**src/rtl/pps_pkg.sv**
```systemverilog
// Package: shared types and constants for the port reset/link-power sequencer.
// Assumes: a reset vector of four lines with the endpoint reset on the top bit.
package pps_pkg;

    localparam int NUM_RST    = 4;
    localparam int RST_MAC    = 0;
    localparam int RST_PHY    = 1;
    localparam int RST_BRIDGE = 2;
    localparam int RST_EP     = 3;

    localparam int        LTSSM_W   = 5;
    localparam logic [4:0] L2_IDLE  = 5'h14;

    typedef enum logic [2:0] {
        ST_IDLE  = 3'd0,
        ST_HOLD  = 3'd1,
        ST_WLINK = 3'd2,
        ST_UP    = 3'd3,
        ST_WL2   = 3'd4,
        ST_SUSP  = 3'd5,
        ST_ERR   = 3'd6
    } seq_state_t;

    typedef enum logic [1:0] {
        RC_KEEP    = 2'd0,
        RC_ALL_ON  = 2'd1,
        RC_ALL_OFF = 2'd2,
        RC_EP_ON   = 2'd3
    } rst_cmd_t;

endpackage

```
**src/rtl/pps_interval_timer.sv**
```systemverilog
// Module: loadable down-counter used for the hold interval and both timeouts.
// Assumes: the controller loads (interval - 1); zero flags the final cycle.
module pps_interval_timer #(
    parameter int CNT_W = 8
) (
    input  logic             clk,
    input  logic             rst_n,
    input  logic             load,
    input  logic [CNT_W-1:0] load_val,
    output logic             cnt_zero
);

    logic [CNT_W-1:0] cnt_q;

    // Load a fresh interval or count down, stopping at zero.
    always_ff @(posedge clk) begin
        if (!rst_n) begin
            cnt_q <= '0;
        end else if (load) begin
            cnt_q <= load_val;
        end else if (cnt_q != '0) begin
            cnt_q <= cnt_q - 1'b1;
        end
    end

    // Flag the last cycle of the interval.
    always_comb cnt_zero = (cnt_q == '0);

endmodule

```
**src/rtl/pps_l2_watch.sv**
```systemverilog
// Module: decodes the link training state and flags the L2 idle code.
// Assumes: the state code is already synchronous to clk.
module pps_l2_watch
    import pps_pkg::*;
(
    input  logic [LTSSM_W-1:0] ltssm_state,
    output logic               l2_hit
);

    // Compare the current training state with the L2 idle code.
    always_comb l2_hit = (ltssm_state == L2_IDLE);

endmodule

```
**src/rtl/pps_reset_bank.sv**
```systemverilog
// Module: register holding the reset lines (1 = asserted), one flop per line.
// Assumes: a single command per cycle; lines power up asserted.
module pps_reset_bank
    import pps_pkg::*;
(
    input  logic               clk,
    input  logic               rst_n,
    input  rst_cmd_t           cmd,
    output logic [NUM_RST-1:0] rst_lines
);

    for (genvar i = 0; i < NUM_RST; i++) begin : g_line
        // Apply the command to line i; only the endpoint line follows RC_EP_ON.
        always_ff @(posedge clk) begin
            if (!rst_n) begin
                rst_lines[i] <= 1'b1;
            end else begin
                case (cmd)
                    RC_ALL_ON:  rst_lines[i] <= 1'b1;
                    RC_ALL_OFF: rst_lines[i] <= 1'b0;
                    RC_EP_ON:   if (i == RST_EP) rst_lines[i] <= 1'b1;
                    default:    rst_lines[i] <= rst_lines[i];
                endcase
            end
        end
    end

endmodule

```
**src/rtl/pps_ctrl_fsm.sv**
```systemverilog
// Module: sequencing state machine for power-up, link wait and suspend.
// Assumes: the timer is loaded with (interval - 1) on each state entry that
// needs one, and cnt_zero marks the last permitted cycle.
module pps_ctrl_fsm
    import pps_pkg::*;
#(
    parameter int              CNT_W   = 8,
    parameter logic [CNT_W-1:0] HOLD_LD = '0,
    parameter logic [CNT_W-1:0] LINK_LD = '0,
    parameter logic [CNT_W-1:0] L2_LD   = '0
) (
    input  logic             clk,
    input  logic             rst_n,
    input  logic             start_req,
    input  logic             suspend_req,
    input  logic             link_up,
    input  logic             l2_hit,
    input  logic             tmr_zero,
    output logic             tmr_load,
    output logic [CNT_W-1:0] tmr_val,
    output rst_cmd_t         rst_cmd,
    output logic             link_off,
    output logic             seq_done,
    output logic             seq_error
);

    seq_state_t cur_q, nxt;
    logic       off_set, err_set, err_clr;
    logic       off_q, err_q;

    // Next-state and command decode.
    always_comb begin
        nxt      = cur_q;
        tmr_load = 1'b0;
        tmr_val  = '0;
        rst_cmd  = RC_KEEP;
        off_set  = 1'b0;
        err_set  = 1'b0;
        err_clr  = 1'b0;
        case (cur_q)
            ST_IDLE, ST_SUSP, ST_ERR: begin
                if (start_req) begin
                    nxt      = ST_HOLD;
                    tmr_load = 1'b1;
                    tmr_val  = HOLD_LD;
                    rst_cmd  = RC_ALL_ON;
                    err_clr  = 1'b1;
                end
            end
            ST_HOLD: begin
                if (tmr_zero) begin
                    nxt      = ST_WLINK;
                    tmr_load = 1'b1;
                    tmr_val  = LINK_LD;
                    rst_cmd  = RC_ALL_OFF;
                end
            end
            ST_WLINK: begin
                if (link_up) begin
                    nxt = ST_UP;
                end else if (tmr_zero) begin
                    nxt     = ST_ERR;
                    err_set = 1'b1;
                end
            end
            ST_UP: begin
                if (suspend_req) begin
                    nxt      = ST_WL2;
                    tmr_load = 1'b1;
                    tmr_val  = L2_LD;
                    off_set  = 1'b1;
                end
            end
            ST_WL2: begin
                if (l2_hit) begin
                    nxt     = ST_SUSP;
                    rst_cmd = RC_EP_ON;
                end else if (tmr_zero) begin
                    nxt     = ST_ERR;
                    err_set = 1'b1;
                end
            end
            default: nxt = ST_IDLE;
        endcase
    end

    // State register.
    always_ff @(posedge clk) begin
        if (!rst_n) cur_q <= ST_IDLE;
        else        cur_q <= nxt;
    end

    // Turn-off command: high only for the cycle after an accepted suspend.
    always_ff @(posedge clk) begin
        if (!rst_n) off_q <= 1'b0;
        else        off_q <= off_set;
    end

    // Sticky error flag, cleared only by an accepted start request.
    always_ff @(posedge clk) begin
        if (!rst_n)       err_q <= 1'b0;
        else if (err_clr) err_q <= 1'b0;
        else if (err_set) err_q <= 1'b1;
    end

    // Status outputs.
    always_comb begin
        link_off  = off_q;
        seq_error = err_q;
        seq_done  = (cur_q == ST_UP);
    end

endmodule

```
**src/rtl/pcie_port_seq.sv**
```systemverilog
// Module: top of the root-port reset and link-power sequencer.
// Assumes: all inputs synchronous to clk; every interval is at least one cycle.
module pcie_port_seq
    import pps_pkg::*;
#(
    parameter int HOLD_CYCLES      = 5_000_000,
    parameter int LINK_WAIT_CYCLES = 5_000_000,
    parameter int L2_WAIT_CYCLES   = 2_500_000
) (
    input  logic         clk,
    input  logic         rst_n,
    input  logic         start_req,
    input  logic         suspend_req,
    input  logic         link_up,
    input  logic [4:0]   ltssm_state,
    output logic [3:0]   rst_ctl,
    output logic         link_off,
    output logic         seq_done,
    output logic         seq_error
);

    localparam int MAX_A  = (HOLD_CYCLES > LINK_WAIT_CYCLES) ? HOLD_CYCLES : LINK_WAIT_CYCLES;
    localparam int MAX_IV = (MAX_A > L2_WAIT_CYCLES) ? MAX_A : L2_WAIT_CYCLES;
    localparam int CNT_W  = (MAX_IV > 1) ? $clog2(MAX_IV) : 1;
    localparam logic [CNT_W-1:0] HOLD_LD = CNT_W'(HOLD_CYCLES - 1);
    localparam logic [CNT_W-1:0] LINK_LD = CNT_W'(LINK_WAIT_CYCLES - 1);
    localparam logic [CNT_W-1:0] L2_LD   = CNT_W'(L2_WAIT_CYCLES - 1);

    logic             tmr_load;
    logic [CNT_W-1:0] tmr_val;
    logic             tmr_zero;
    logic             l2_hit;
    rst_cmd_t         rst_cmd;

    pps_l2_watch u_l2 (
        .ltssm_state (ltssm_state),
        .l2_hit      (l2_hit)
    );

    pps_interval_timer #(.CNT_W(CNT_W)) u_tmr (
        .clk      (clk),
        .rst_n    (rst_n),
        .load     (tmr_load),
        .load_val (tmr_val),
        .cnt_zero (tmr_zero)
    );

    pps_ctrl_fsm #(
        .CNT_W   (CNT_W),
        .HOLD_LD (HOLD_LD),
        .LINK_LD (LINK_LD),
        .L2_LD   (L2_LD)
    ) u_fsm (
        .clk         (clk),
        .rst_n       (rst_n),
        .start_req   (start_req),
        .suspend_req (suspend_req),
        .link_up     (link_up),
        .l2_hit      (l2_hit),
        .tmr_zero    (tmr_zero),
        .tmr_load    (tmr_load),
        .tmr_val     (tmr_val),
        .rst_cmd     (rst_cmd),
        .link_off    (link_off),
        .seq_done    (seq_done),
        .seq_error   (seq_error)
    );

    pps_reset_bank u_rst (
        .clk       (clk),
        .rst_n     (rst_n),
        .cmd       (rst_cmd),
        .rst_lines (rst_ctl)
    );

endmodule

```
**config.mk**
```make
export PLATFORM = sky130hd
export DESIGN_NAME = pcie_port_seq
export DESIGN_NICKNAME = d
export VERILOG_FILES = /design/src/rtl/pps_pkg.sv /design/src/rtl/pps_interval_timer.sv /design/src/rtl/pps_l2_watch.sv /design/src/rtl/pps_reset_bank.sv /design/src/rtl/pps_ctrl_fsm.sv /design/src/rtl/pcie_port_seq.sv
export SDC_FILE = /design/constraint.sdc
export NUM_CORES = 1
export LEC_CHECK = 0
export ABC_AREA = 1
export BUFFER_PORTS_ARGS = -buffer_cell sky130_fd_sc_hd__clkbuf_2
export CAP_MARGIN = 5
export CORE_MARGIN = 2
export CORE_UTILIZATION = 45
export CTS_BUF_LIST = sky130_fd_sc_hd__clkbuf_4 sky130_fd_sc_hd__clkbuf_8 sky130_fd_sc_hd__clkbuf_16
export CTS_CLUSTER_DIAMETER = 100
export DETAILED_ROUTE_END_ITERATION = 7
export GPL_ROUTABILITY_DRIVEN = 0
export PLACE_DENSITY = 0.7
export SETUP_SLACK_MARGIN = 0.05
export SYNTH_ARGS = -nofsm -noshare
export SYNTH_HDL_FRONTEND = slang
export SYNTH_HIERARCHICAL = 1
export SYNTH_SLANG_ARGS = --single-unit
```
**constraint.sdc**
```tcl
create_clock -name clk -period 6.1 [get_ports clk]
set_input_delay 1.22 -clock clk [delete_from_list [all_inputs] [get_ports clk]]
set_output_delay 1.22 -clock clk [all_outputs]
set_load 0.01 [all_outputs]
```
# Word level (Yosys, flattened, before mapping)
# Index checks and enable logic that the tools add are counted.
# totals
elab_cells	59
register_bits	30
output_inout_bits	7
inputBits	10
# classes
n_addsub	1
mux	27
n_eq_ne	13
reduce_logical	11
n_bitwise	1
# op_table
cell	count
$mux 23	4
$pmux 23 s3	1
$logic_not 23->1	1
$reduce_bool 23->1	1
$sub 23x1->23 const B	1
$mux 22	1
$mux 3	6
$pmux 3 s5	1
$eq 3x3->1 const B	3
$mux 1	7
$eq 3x2->1 const B	2
$ne 2x2->1 const B	3
$pmux 1 s2	3
$pmux 2 s3	1
$reduce_bool 2->1	3
$eq 5x5->1 const B	1
$eq 2x2->1 const B	2
$mux 2	2
$reduce_or 2->1	2
$eq 3x1->1 const B	1
$logic_not 3->1	1
$pmux 1 s3	1
$reduce_and 3->1	1
$reduce_or 3->1	1
other kinds (3)	3

# Longest topological paths before layout
# logic_depth
word_depth	6
ltp_mapped	15

# Cells and area by module
# The synthesis kept the hierarchy.
# by_module_without_submodules
module	cells_per_inst	area_each_um2	n_inst
pps_interval_timer	246	1512.7	1
pps_ctrl_fsm	81	505.5	1
pps_reset_bank	19	156.4	1
pps_l2_watch	6	23.8	1

# Least setup slack after synthesis
# OpenSTA, ideal clock, no wires.
# synth_timing
path_kind	input to register
start	input start_req
end	register u_tmr.cnt_q[9]
setup_slack_ps	3661
cell_stages	8
setup_ps	128
n_path_buf	2
arrival_time_ps	2311
t_required_ps	5972
path_cell_list	nand3_1 > nand3_1 > buf_2 > inv_1 > clkbuf_1 > nand3_1 > o211ai_1 > nor2_1
# synth_between
elab_chain_len	3
# synth_lines
item	line	rtl
start: declaration	pcie_port_seq.sv:12	input logic start_req,
$mux 1 (*)	pps_ctrl_fsm.sv:42	if (start_req) begin
$pmux 1 s3 (*)	pps_ctrl_fsm.sv:40	case (cur_q)
via tmr_load	pcie_port_seq.sv:29	logic tmr_load;
$mux 23 / $reduce_bool 2->1 (equally long branches)	-	
end signal: assignment	pps_interval_timer.sv:20	cnt_q <= load_val;
end signal: assignment	pps_interval_timer.sv:22	cnt_q <= cnt_q - 1'b1;
end: declaration	pps_interval_timer.sv:13	logic [CNT_W-1:0] cnt_q;
# Mark *: on every way through the listed nets, which the timed path passes. The rest lies on a longest branch.
# A chain may end at the register's enable or synchronous reset.

# Final worst setup path
# layout_timing
start	register u_tmr.cnt_q[0]
end	register u_tmr.cnt_q[9]
# layout_between
elab_chain_len	4
# layout_lines
item	line	rtl
$logic_not 23->1 (*)	pps_interval_timer.sv:27	always_comb cnt_zero = (cnt_q == '0);
via tmr_zero	pcie_port_seq.sv:31	logic tmr_zero;
$mux 1 (*)	pps_ctrl_fsm.sv:51	if (tmr_zero) begin
$pmux 1 s3 (*)	pps_ctrl_fsm.sv:40	
via tmr_load	pcie_port_seq.sv:29	
$mux 23 / $reduce_bool 2->1 (equally long branches)	-	
# Mark *: on every way through the listed nets, which the timed path passes. The rest lies on a longest branch. The select of a mux whose other input is x is not followed.

==> results.cfg <==
[routing]
drtAntennaViolNets = 0
avgViaCountPerCell = 4.75
drcViolationCount = 0
vias = 1975
dr.pass1.iters = 4
wl_um = 4460
wl_per_cell_um = 10.7
drt-initial-drc-count = 101

[setup_path]
crit_type = reg2reg
cp-endpoint = u_tmr/cnt_q[9]
r2r_end = u_tmr/cnt_q[9]
reg2reg_depth = 12
reg2reg_from = u_tmr/cnt_q[0]
startpoint_type = flop
worst-endpoint-arrival_ps = 3590
cp-startpoint = u_tmr/cnt_q[0]
cp.required_ps = 6320
crit_path_end_kind = flop
r2r_setup_slack_ps = 2730
path_max_fanout = 33

[layout]
drive_gt1_share_pct = 12.6
syn_to_final_growth_pct = 2.45
nets = 363
diodes = 0

[logic_synthesis]
async_flop_share_pct = 0
avgSynthCellArea_um2 = 6.25
synth_ff_type = dfxtp_1
yosysMostFrequentCell = nand2_1
synth_top_area_share_pct = 27.3
synth_edf_count = 0
synth_top_area_cell = dfxtp_1
ys_types = 31
yosysSeqAreaShare_pct = 27.3
syn-cell-area_um2 = 2200
synth_warnings = 6
synth_common_cells = nand2_1 (93), nor2_1 (62), inv_1 (35), dfxtp_1 (30), buf_4 (23)
synthCells = 352
synth_area_leaders = dfxtp_1 (27%), nand2_1 (16%), nor2_1 (11%)
ys_seq_elements = 30

[timing]
rsz0062_at_grt = no
tns_ps = 0
fin_crit_sh_pct = 55.3
hold_violations = 0
clock_skew_ps = 3.93
slew_violations = 0
setup_viol = 0
max-slew-margin-rel_pct = 23.8
max_freq_ghz = 0.297
worst_pin_slew_ps = 1140
finalCriticalPeriod_ps = 3370

[cts]
postCtsSetupRepairBufs = 0
cts.sinks = 30
numCtsBuffers = 5
clockRootBuffer = clkbuf_8
clkLatencyLatePin_ps = 280
cts_tree = yes
postCtsHoldBufs = 0
clock_path_buffers = 2
htreeDepth = 2
clk_pin_slew_worst_paths_ps = 60
post_cts.resized_instances = 0

[floorplanning]
die_width_um = 73.9
die_y_um = 73.9
dieArea_um2 = 5460
ios = 17
start_util_pct = 46.5
core_area_um2 = 4720
num_rows = 25

[place]
hpwl_um = 3320
port_buffers = 16

[global_routing]
grt_pass1_wl_um = 7640
grt_util_all_layers_pct = 18.3
antenna_found_initial = 0
overflow = 0
grt_max_degree = 34
grt_pass1_vias = 1734

[worst_hold_path]
hp-class = reg2reg

[pwr]
p_total_mw = 1.45
p_leak_nw = 1.10
power.density_nw_per_um2 = 646
peakVddDrop_uv = 333

[run]
maxCapViolCount = 0

[outcome]
status = completed
==> metrics by stage <==
stage               setup WS (ps)  cell area (um^2)  utilization (%)  hold slack, ps  cells
floorplan                    3660              2210                -             462    356
global placement             2690              2160             45.7             453    408
detailed placement           2560              2160             45.7             456    408
CTS                          2700              2250             47.7             467    416
global route                 2300              2250             47.7             520    416
finish                       2730              2250             47.7             471    416
==> per-layer routing <==
layer | vias to the layer above | wire length, um | track usage [%] | part of all wire, %
li1 | 1062 | - | - | -
met1 | 863 | 2070 | 23.5 | 46
met2 | 44 | 2050 | 29.4 | 46
met3 | 6 | 265 | 4.80 | 5.9
met4 | 0 | 72 | 6.67 | 1.6
met5 | - | 0 | 0 | 0
==> power breakdown <==
| group | switching, mW | internal (mW) | total [mW] |
|---|---|---|---|
| sequential | 0.0758 | 0.277 | 0.353 |
| clock | 0.0751 | 0.0953 | 0.170 |
| combinational | 0.608 | 0.323 | 0.931 |
| total | 0.759 | 0.695 | 1.45 |
==> registers in the layout, summed over array words and instances, names as in the netlist <==
register and flops:
u_fsm/link_off 1, u_fsm/cur_q 3, u_fsm/seq_error 1, u_rst/rst_lines 2, u_tmr/cnt_q 23
==> area by class of cell <==
| type | instances | area, um^2 |
|---|---|---|
| clock buffer | 7 | 90.1 |
| inverter | 38 | 143 |
| multi-input combinational | 257 | 1250 |
| timing repair buffer | 16 | 80.1 |
| sequential | 30 | 601 |
| tap | 67 | 83.8 |
| fill | 494 | 2470 |
| clock inverter | 1 | 5.00 |
==> cells in the final DEF (no fill, tap or decap), drive strengths merged <==
master / count
o21bai: 1
xor2: 6
nand3: 21
o21ai: 4
a21boi: 1
or2: 1
mux2i: 1
xnor2: 6
a31oi: 1
clkbuf: 23
nor2: 68
a21oi: 19
nand3b: 4
nor3: 7
inv: 38
o211ai: 1
clkinv: 1
nand2: 98
nand4: 8
conb: 5
dfxtp: 30
ha: 5
==> worst max-delay path: stages, from the launching register on <==
cell and delay, ps:
dfxtp_1 310, inv_1 100, ha_1 280, nand2_2 140, nor2_4 200, nand3_2 120, nor2_4 210, nand4_1 170
nand3_1 880, inv_1 420, nand4_1 270, o211ai_1 110, nor2_1 90
==> how the worst min path moves through the flow <==
stage / endpoint / slack [ps] / cells past startpoint / from
final: u_fsm/seq_error / 470 / 2 / u_fsm/seq_error
after global routing: u_fsm/seq_error / 520 / 2 / u_fsm/seq_error
after CTS: u_fsm/seq_error / 470 / 2 / u_fsm/seq_error
after detailed placement: u_fsm/seq_error / 460 / 2 / u_fsm/seq_error
after global placement: u_rst/rst_lines[3] / 450 / 2 / u_rst/rst_lines[3]
after floorplan: u_tmr/cnt_q[0] / 460 / 2 / u_tmr/cnt_q[0]
==> cell families after synthesis <==
group	Yosys count	synth area share, %
and+or+nand+nor	207	41.0
adders and majority gates	5	2.85
other	1	0.171
DFF	30	27.3
muxes	1	0.455
xor gates and xnor gates	12	4.78
AOI/OAI and AO/OA	27	6.89
buffers and inverters	69	16.5
Power figures use the tool's default switching activity.
